==> src/rtl/npcseq_pkg.sv <==
package npcseq_pkg;

    // Sequencer phase: idle after reset, stepping through points, or parked on the final point.
    typedef enum logic [1:0] {
        SEQ_IDLE = 2'd0,
        SEQ_RUN  = 2'd1,
        SEQ_HOLD = 2'd2
    } seq_phase_e;

endpackage

==> src/rtl/npcseq_dwell.sv <==
// Converts a set of duty fields into dwell counts that fill one switching period exactly.
module npcseq_dwell #(
    parameter int LEVELS     = 5,
    parameter int DUTY_W     = 11,
    parameter int PERIOD_CYC = 20000,
    parameter int CNT_W      = 15,
    parameter int IDX_W      = 3
) (
    input  logic [LEVELS*DUTY_W-1:0]       duty_i,
    output logic [LEVELS-1:0][CNT_W-1:0]   dwell_o
);
    localparam int PROD_W = DUTY_W + CNT_W;
    localparam int SUM_W  = CNT_W + $clog2(LEVELS) + 1;
    localparam int FRAC   = DUTY_W - 1;

    logic [LEVELS-1:0][CNT_W-1:0] raw;
    logic [IDX_W-1:0]             last_nz;
    logic [SUM_W-1:0]             sum;
    logic [SUM_W-1:0]             rem;

    // One scaling product per point.
    for (genvar k = 0; k < LEVELS; k++) begin : g_scale
        logic [PROD_W-1:0] prod;
        assign prod   = PROD_W'(duty_i[k*DUTY_W +: DUTY_W]) * PROD_W'(PERIOD_CYC);
        assign raw[k] = CNT_W'(prod >> FRAC);
    end

    always_comb begin
        sum     = '0;
        last_nz = '0;
        for (int k = 0; k < LEVELS; k++) begin
            sum = sum + SUM_W'(raw[k]);
            if (duty_i[k*DUTY_W +: DUTY_W] != '0) begin
                last_nz = IDX_W'(k);
            end
        end
        rem              = SUM_W'(PERIOD_CYC) - sum;
        dwell_o          = raw;
        dwell_o[last_nz] = raw[last_nz] + CNT_W'(rem);
    end

endmodule

==> src/rtl/npcseq_pick.sv <==
// Finds the lowest point at or above a starting index whose dwell is nonzero.
module npcseq_pick #(
    parameter int LEVELS = 5,
    parameter int CNT_W  = 15,
    parameter int IDX_W  = 3
) (
    input  logic [LEVELS-1:0][CNT_W-1:0] dwell_i,
    input  logic [IDX_W:0]               from_i,
    output logic [IDX_W-1:0]             idx_o,
    output logic                         found_o
);
    always_comb begin
        idx_o   = '0;
        found_o = 1'b0;
        for (int k = LEVELS - 1; k >= 0; k--) begin
            if (((IDX_W + 1)'(k) >= from_i) && (dwell_i[k] != '0)) begin
                idx_o   = IDX_W'(k);
                found_o = 1'b1;
            end
        end
    end

endmodule

==> src/rtl/npc_leg_seq.sv <==
module npc_leg_seq
    import npcseq_pkg::*;
#(
    parameter int LEVELS     = 5,
    parameter int DUTY_W     = 11,
    parameter int PERIOD_CYC = 20000
) (
    input  logic                     clk_i,
    input  logic                     rst_ni,
    input  logic                     start_i,
    input  logic [LEVELS*DUTY_W-1:0] duty_i,
    output logic [LEVELS-2:0]        sw_o,
    output logic [LEVELS-2:0]        swn_o
);
    localparam int CNT_W = $clog2(PERIOD_CYC + 1);
    localparam int IDX_W = $clog2(LEVELS);
    localparam int SW_W  = LEVELS - 1;

    typedef struct packed {
        seq_phase_e                   phase;
        logic [IDX_W-1:0]             idx;
        logic [CNT_W-1:0]             rem;
        logic [LEVELS-1:0][CNT_W-1:0] dw;
        logic [SW_W-1:0]              sw;
        logic [SW_W-1:0]              swn;
    } seq_state_t;

    seq_state_t st_d, st_q;

    logic [LEVELS-1:0][CNT_W-1:0] new_dw;
    logic [IDX_W-1:0]             first_idx, next_idx;
    logic                         first_found, next_found;
    logic [IDX_W:0]               next_from;

    npcseq_dwell #(
        .LEVELS(LEVELS), .DUTY_W(DUTY_W), .PERIOD_CYC(PERIOD_CYC),
        .CNT_W(CNT_W), .IDX_W(IDX_W)
    ) u_dwell (
        .duty_i (duty_i),
        .dwell_o(new_dw)
    );

    npcseq_pick #(.LEVELS(LEVELS), .CNT_W(CNT_W), .IDX_W(IDX_W)) u_first (
        .dwell_i(new_dw),
        .from_i ('0),
        .idx_o  (first_idx),
        .found_o(first_found)
    );

    assign next_from = (IDX_W + 1)'(st_q.idx) + (IDX_W + 1)'(1);

    npcseq_pick #(.LEVELS(LEVELS), .CNT_W(CNT_W), .IDX_W(IDX_W)) u_next (
        .dwell_i(st_q.dw),
        .from_i (next_from),
        .idx_o  (next_idx),
        .found_o(next_found)
    );

    always_comb begin
        st_d = st_q;
        if (start_i) begin
            st_d.dw = new_dw;
            if (first_found) begin
                st_d.phase = SEQ_RUN;
                st_d.idx   = first_idx;
                st_d.rem   = new_dw[first_idx] - CNT_W'(1);
            end else begin
                st_d.phase = SEQ_HOLD;
                st_d.idx   = '0;
                st_d.rem   = '0;
            end
        end else if (st_q.phase == SEQ_RUN) begin
            if (st_q.rem != '0) begin
                st_d.rem = st_q.rem - CNT_W'(1);
            end else if (next_found) begin
                st_d.idx = next_idx;
                st_d.rem = st_q.dw[next_idx] - CNT_W'(1);
            end else begin
                st_d.phase = SEQ_HOLD;
            end
        end
        // Thermometer code: control j is on when the selected point lies above it.
        for (int j = 0; j < SW_W; j++) begin
            st_d.sw[j] = (IDX_W'(j) < st_d.idx);
        end
        st_d.swn = ~st_d.sw;
    end

    always_ff @(posedge clk_i or negedge rst_ni) begin
        if (!rst_ni) begin
            st_q     <= '0;
            st_q.swn <= '1;
        end else begin
            st_q <= st_d;
        end
    end

    assign sw_o  = st_q.sw;
    assign swn_o = st_q.swn;

endmodule

==> config.mk <==
export PLATFORM = sky130hd
export DESIGN_NAME = npc_leg_seq
export DESIGN_NICKNAME = d
export VERILOG_FILES = /design/src/rtl/npcseq_pkg.sv /design/src/rtl/npcseq_dwell.sv /design/src/rtl/npcseq_pick.sv /design/src/rtl/npc_leg_seq.sv
export SDC_FILE = /design/constraint.sdc
export NUM_CORES = 1
export LEC_CHECK = 0
export BUFFER_PORTS_ARGS = -buffer_cell sky130_fd_sc_hd__buf_2
export CAP_MARGIN = 5
export CELL_PAD_IN_SITES_DETAIL_PLACEMENT = 2
export CELL_PAD_IN_SITES_GLOBAL_PLACEMENT = 2
export CORE_MARGIN = 3
export CORE_UTILIZATION = 37
export CTS_CLUSTER_DIAMETER = 100
export DETAILED_ROUTE_END_ITERATION = 6
export PLACE_DENSITY_LB_ADDON = 0.1
export SYNTH_ARGS = -nofsm -noshare
export SYNTH_HDL_FRONTEND = slang
export SYNTH_SLANG_ARGS = --single-unit
==> constraint.sdc <==
create_clock -name clk_i -period 4.7 [get_ports clk_i]
set_input_delay 0 -clock clk_i [delete_from_list [all_inputs] [get_ports clk_i]]
set_output_delay 0 -clock clk_i [all_outputs]
set_load 0.05 [all_outputs]
==> results.sh, run 1 <==
export IMPL_status="stopped before the end"
export IMPL_failed_stage="clock tree synthesis"
export IMPL_error_line="[ERROR DPL-0033] detailed placement checks failed during check placement."
export IMPL_syn_area_per_cell_um2=8.55
export IMPL_synth_top_area_frac=0.207
export IMPL_ios=66
export IMPL_synth_edff_count=0
export IMPL_pre_cts_ws_ns=-6.41
export IMPL_die_w_um=234
export IMPL_post_dp_cell_area_mm2=0.0259
export IMPL_initial_core_util=0.379
export IMPL_dpl_hpwl_mm=90.8
export IMPL_post_cts_buffers=60
export IMPL_async_flop_share=1.00
export IMPL_syn_area_mm2=0.0192
export IMPL_cts_path_max_buffers=2
export IMPL_cts_resized_gates=339
export IMPL_synth_distinct_cells=104
export IMPL_hold_buffers=1
export IMPL_synth_top_cells_by_count="ha_1 (318), inv_1 (247), nor2_1 (199)"
export IMPL_synthCells=2251
export IMPL_ys_ff_latch=102
export IMPL_synth_fp_nets=2778
export IMPL_clockRootBuffer="clkbuf_16"
export IMPL_numPortBuffers=65
export IMPL_routabilityCongestion=1.01
export IMPL_synth_most_common_cell="ha_1"
export IMPL_cts_buffers=9
export IMPL_rows=82
export IMPL_synth_area_leader_cell="ha_1"
export IMPL_htree_levels=3
export IMPL_cts_num_sinks=102
export IMPL_synth_top_flop_cell="dfrtp_1"
export IMPL_yosys_top_cells_area="ha_1 (21%), fa_1 (16%), dfrtp_1 (13%)"
export IMPL_ys_seq_area_frac=0.133
export IMPL_yosys_warnings=0
export IMPL_die_y_um=234
cell families after synthesis:
| kind of cell | count (synthesis) | synth area share |
|---|---|---|
| muxes | 54 | 0.0294 |
| adders and majority gates | 469 | 0.364 |
| DFF | 102 | 0.133 |
| buffers and inverters | 328 | 0.0660 |
| xor gates and xnor gates | 115 | 0.0576 |
| AOI/OAI and AO/OA | 571 | 0.195 |
| and+or+nand+nor | 612 | 0.155 |
through the flow:
stage               std cells  hold slack [ns]
detailed placement       3578            0.133
global placement         3578            0.120
floorplan                2251           -0.296
==> run 2, diff against run 1 <==
CELL_PAD_IN_SITES_DETAIL_PLACEMENT = unset   (was 2)
CELL_PAD_IN_SITES_GLOBAL_PLACEMENT = unset   (was 2)
CORE_UTILIZATION = 40   (was 37)
CTS_CLUSTER_DIAMETER = unset   (was 100)
PLACE_DENSITY_LB_ADDON = 0.15   (was 0.1)
clock period = 6.1 ns   (was 4.7 ns; I/O delays follow)
==> run 2 against run 1 <==
Effect of this change: the flow now finishes, with violations (setup timing); synthesized cell count unchanged; synthesized area unchanged.
==> results.sh, run 2 <==
export IMPL_status="complete, but fails checks"
export IMPL_violations="setup timing"
export IMPL_cts_buffers=9
export IMPL_crit_fanout=7
export IMPL_critPathMaxStageDelay_ns=0.57
export IMPL_clock_latency_ns=0.35
export IMPL_final_area_mm2=0.0283
export IMPL_path_common_cell="fa_1"
export IMPL_ant_nets=0
export IMPL_ys_seq_area_frac=0.133
export IMPL_syn_area_mm2=0.0192
export IMPL_clockRootBuffer="clkbuf_16"
export IMPL_slowest_stage="fa_1"
export IMPL_path_delay_family="adder cells"
export IMPL_initial_core_util=0.409
export IMPL_synth_top_area_frac=0.207
export IMPL_num_vias=19896
export IMPL_end_kind="flip-flop"
export IMPL_first_pass_iters=6
export IMPL_via_per_inst=5.59
export IMPL_slew_headroom=0.258
export IMPL_wirelength_mm=74.0
export IMPL_cts_path_max_buffers=2
export IMPL_setup_violations=78
export IMPL_pre_cts_ws_ns=-4.19
export IMPL_layout_drive_gt1_share=0.387
export IMPL_slew_violations=0
export IMPL_synth_top_cells_by_count="ha_1 (318), inv_1 (247), nor2_1 (199)"
export IMPL_core_area_mm2=0.0471
export IMPL_min_period_ns=9.61
export IMPL_largest_register_ffs=95
export IMPL_grt_use_total=0.286
export IMPL_hold_path_class="input port to asynchronous set/reset pin"
export IMPL_synthCells=2251
export IMPL_path_clk_slew_ns=0.08
export IMPL_fmax_ghz=0.104
export IMPL_setup_slack_ns=-3.51
export IMPL_synth_edff_count=0
export IMPL_skew_ns=0.0125
export IMPL_rsz0062_at_grt="true"
export IMPL_detail_route_iter0_violations=1469
export IMPL_tritoncts="built"
export IMPL_finalNetCount=3472
export IMPL_largest_register="st_q"
export IMPL_layout_commonest_cell="buf_4"
export IMPL_numPortBuffers=65
export IMPL_fin_tns_setup_ns=-123.67
export IMPL_yosys_top_cells_area="ha_1 (21%), fa_1 (16%), dfrtp_1 (13%)"
export IMPL_die_y_um=225
export IMPL_overflow=0
export IMPL_period_share=1.58
export IMPL_grt_pass1_vias=20126
export IMPL_grt_first_pass_wirelength_mm=114
export IMPL_worst_pin_slew_ns=1.11
export IMPL_ys_ff_latch=102
export IMPL_synth_area_leader_cell="ha_1"
export IMPL_synth_fp_nets=2778
export IMPL_rows=79
export IMPL_routabilityCongestion=1.05
export IMPL_drv_cap=0
export IMPL_dpl_hpwl_mm=61.9
export IMPL_ios=66
export IMPL_htree_levels=3
export IMPL_hold_violations=0
export IMPL_async_flop_share=1.00
export IMPL_synth_top_flop_cell="dfrtp_1"
export IMPL_grt_max_degree=86
export IMPL_critical_path_required_ns=6.39
export IMPL_drc=0
export IMPL_synth_most_common_cell="ha_1"
export IMPL_wl_per_cell_um=20.8
export IMPL_cp_arrival_ns=9.90
export IMPL_crit_type="input port to flip-flop"
export IMPL_die_w_um=225
export IMPL_die_area_mm2=0.0508
export IMPL_synth_distinct_cells=104
export IMPL_layout_common_cells="buf_4 (619), ha_1 (283), inv_1 (229), nor2_1 (180), fa_1 (143)"
export IMPL_cp_num_buf_inv=10
export IMPL_antenna_found_initial=1
export IMPL_cts_num_sinks=102
export IMPL_critPathLaunchType="input port"
export IMPL_synthToLayoutAreaGrowth_pct=46.9
export IMPL_yosys_warnings=0
export IMPL_syn_area_per_cell_um2=8.55
export IMPL_post_dp_cell_area_mm2=0.0252
==> run 2: layout make-up <==
type	count	area (um2)
fillers	4150	18800
multi-input cells	1821	17700
repair buffers	764	6020
flip-flops and latches	102	2560
inverters	247	927
well taps	607	759
clock buffers	9	225
clock inverters	7	55.1
diodes	1	2.50
==> run 2: cell families (layout without fill, tap and decap cells) <==
| kind of cell | Yosys count | count (layout) | share of synthesized area |
|---|---|---|---|
| buf+inv | 328 | 1027 | 0.0660 |
| xor+xnor | 115 | 115 | 0.0576 |
| mux | 54 | 54 | 0.0294 |
| compound gates | 571 | 571 | 0.195 |
| fa+ha+maj | 469 | 469 | 0.364 |
| simple gates | 612 | 612 | 0.155 |
| other cells | 0 | 1 | 0 |
| flops | 102 | 102 | 0.133 |
==> run 2: through the flow <==
stage / util / std cells / hold WS [ns]
3_3_place_gp: 0.536 / 3454 / -0.112
2_1_floorplan: - / 2251 / -0.296
5_1_grt: 0.601 / 3557 / 0.0910
6_report: 0.601 / 3558 / 0.0585
4_1_cts: 0.572 / 3514 / 0.0589
3_5_place_dp: 0.536 / 3454 / -0.109
==> run 2: timing repair <==
item | 4_1_cts | 5_1_grt
hold buffers | 1 | 0
pin swaps | 55 | 90
buffers inserted | 44 | 52
gates resized for setup | 209 | 212
endpoints found under the setup margin | 82 | 85
hold endpoints to repair | 19 | 0
gates cloned | 0 | 3
==> run 2: path summary, 6_finish.rpt <==
check                                start   endpoint  slack (ns)  cells past startpoint
max in group asynchronous           rst_ni  st_q[100]        4.66                      3
worst min-delay path                rst_ni   st_q[61]        0.06                      2
worst min register to register   st_q[101]  st_q[101]        0.50                      2
min in group clk_i                 start_i   st_q[84]        0.27                      2
worst max register to register    st_q[45]   st_q[92]        0.73                     15
worst max-delay path            duty_i[39]   st_q[92]       -3.51                     41
==> run 2: routing by layer <==
layer  vias to the layer above  global-route usage  part of all wire
met5                         -                   0           0.00019
met4                         2               0.114             0.049
met3                       171              0.0314             0.052
met2                       568               0.478              0.47
met1                      9758               0.381              0.43
li1                       9397                   -                 -
Power of run 2 is left out: the tool's default activity adds up to more than one toggle a clock period on the data nets, which glitch-free logic cannot reach.
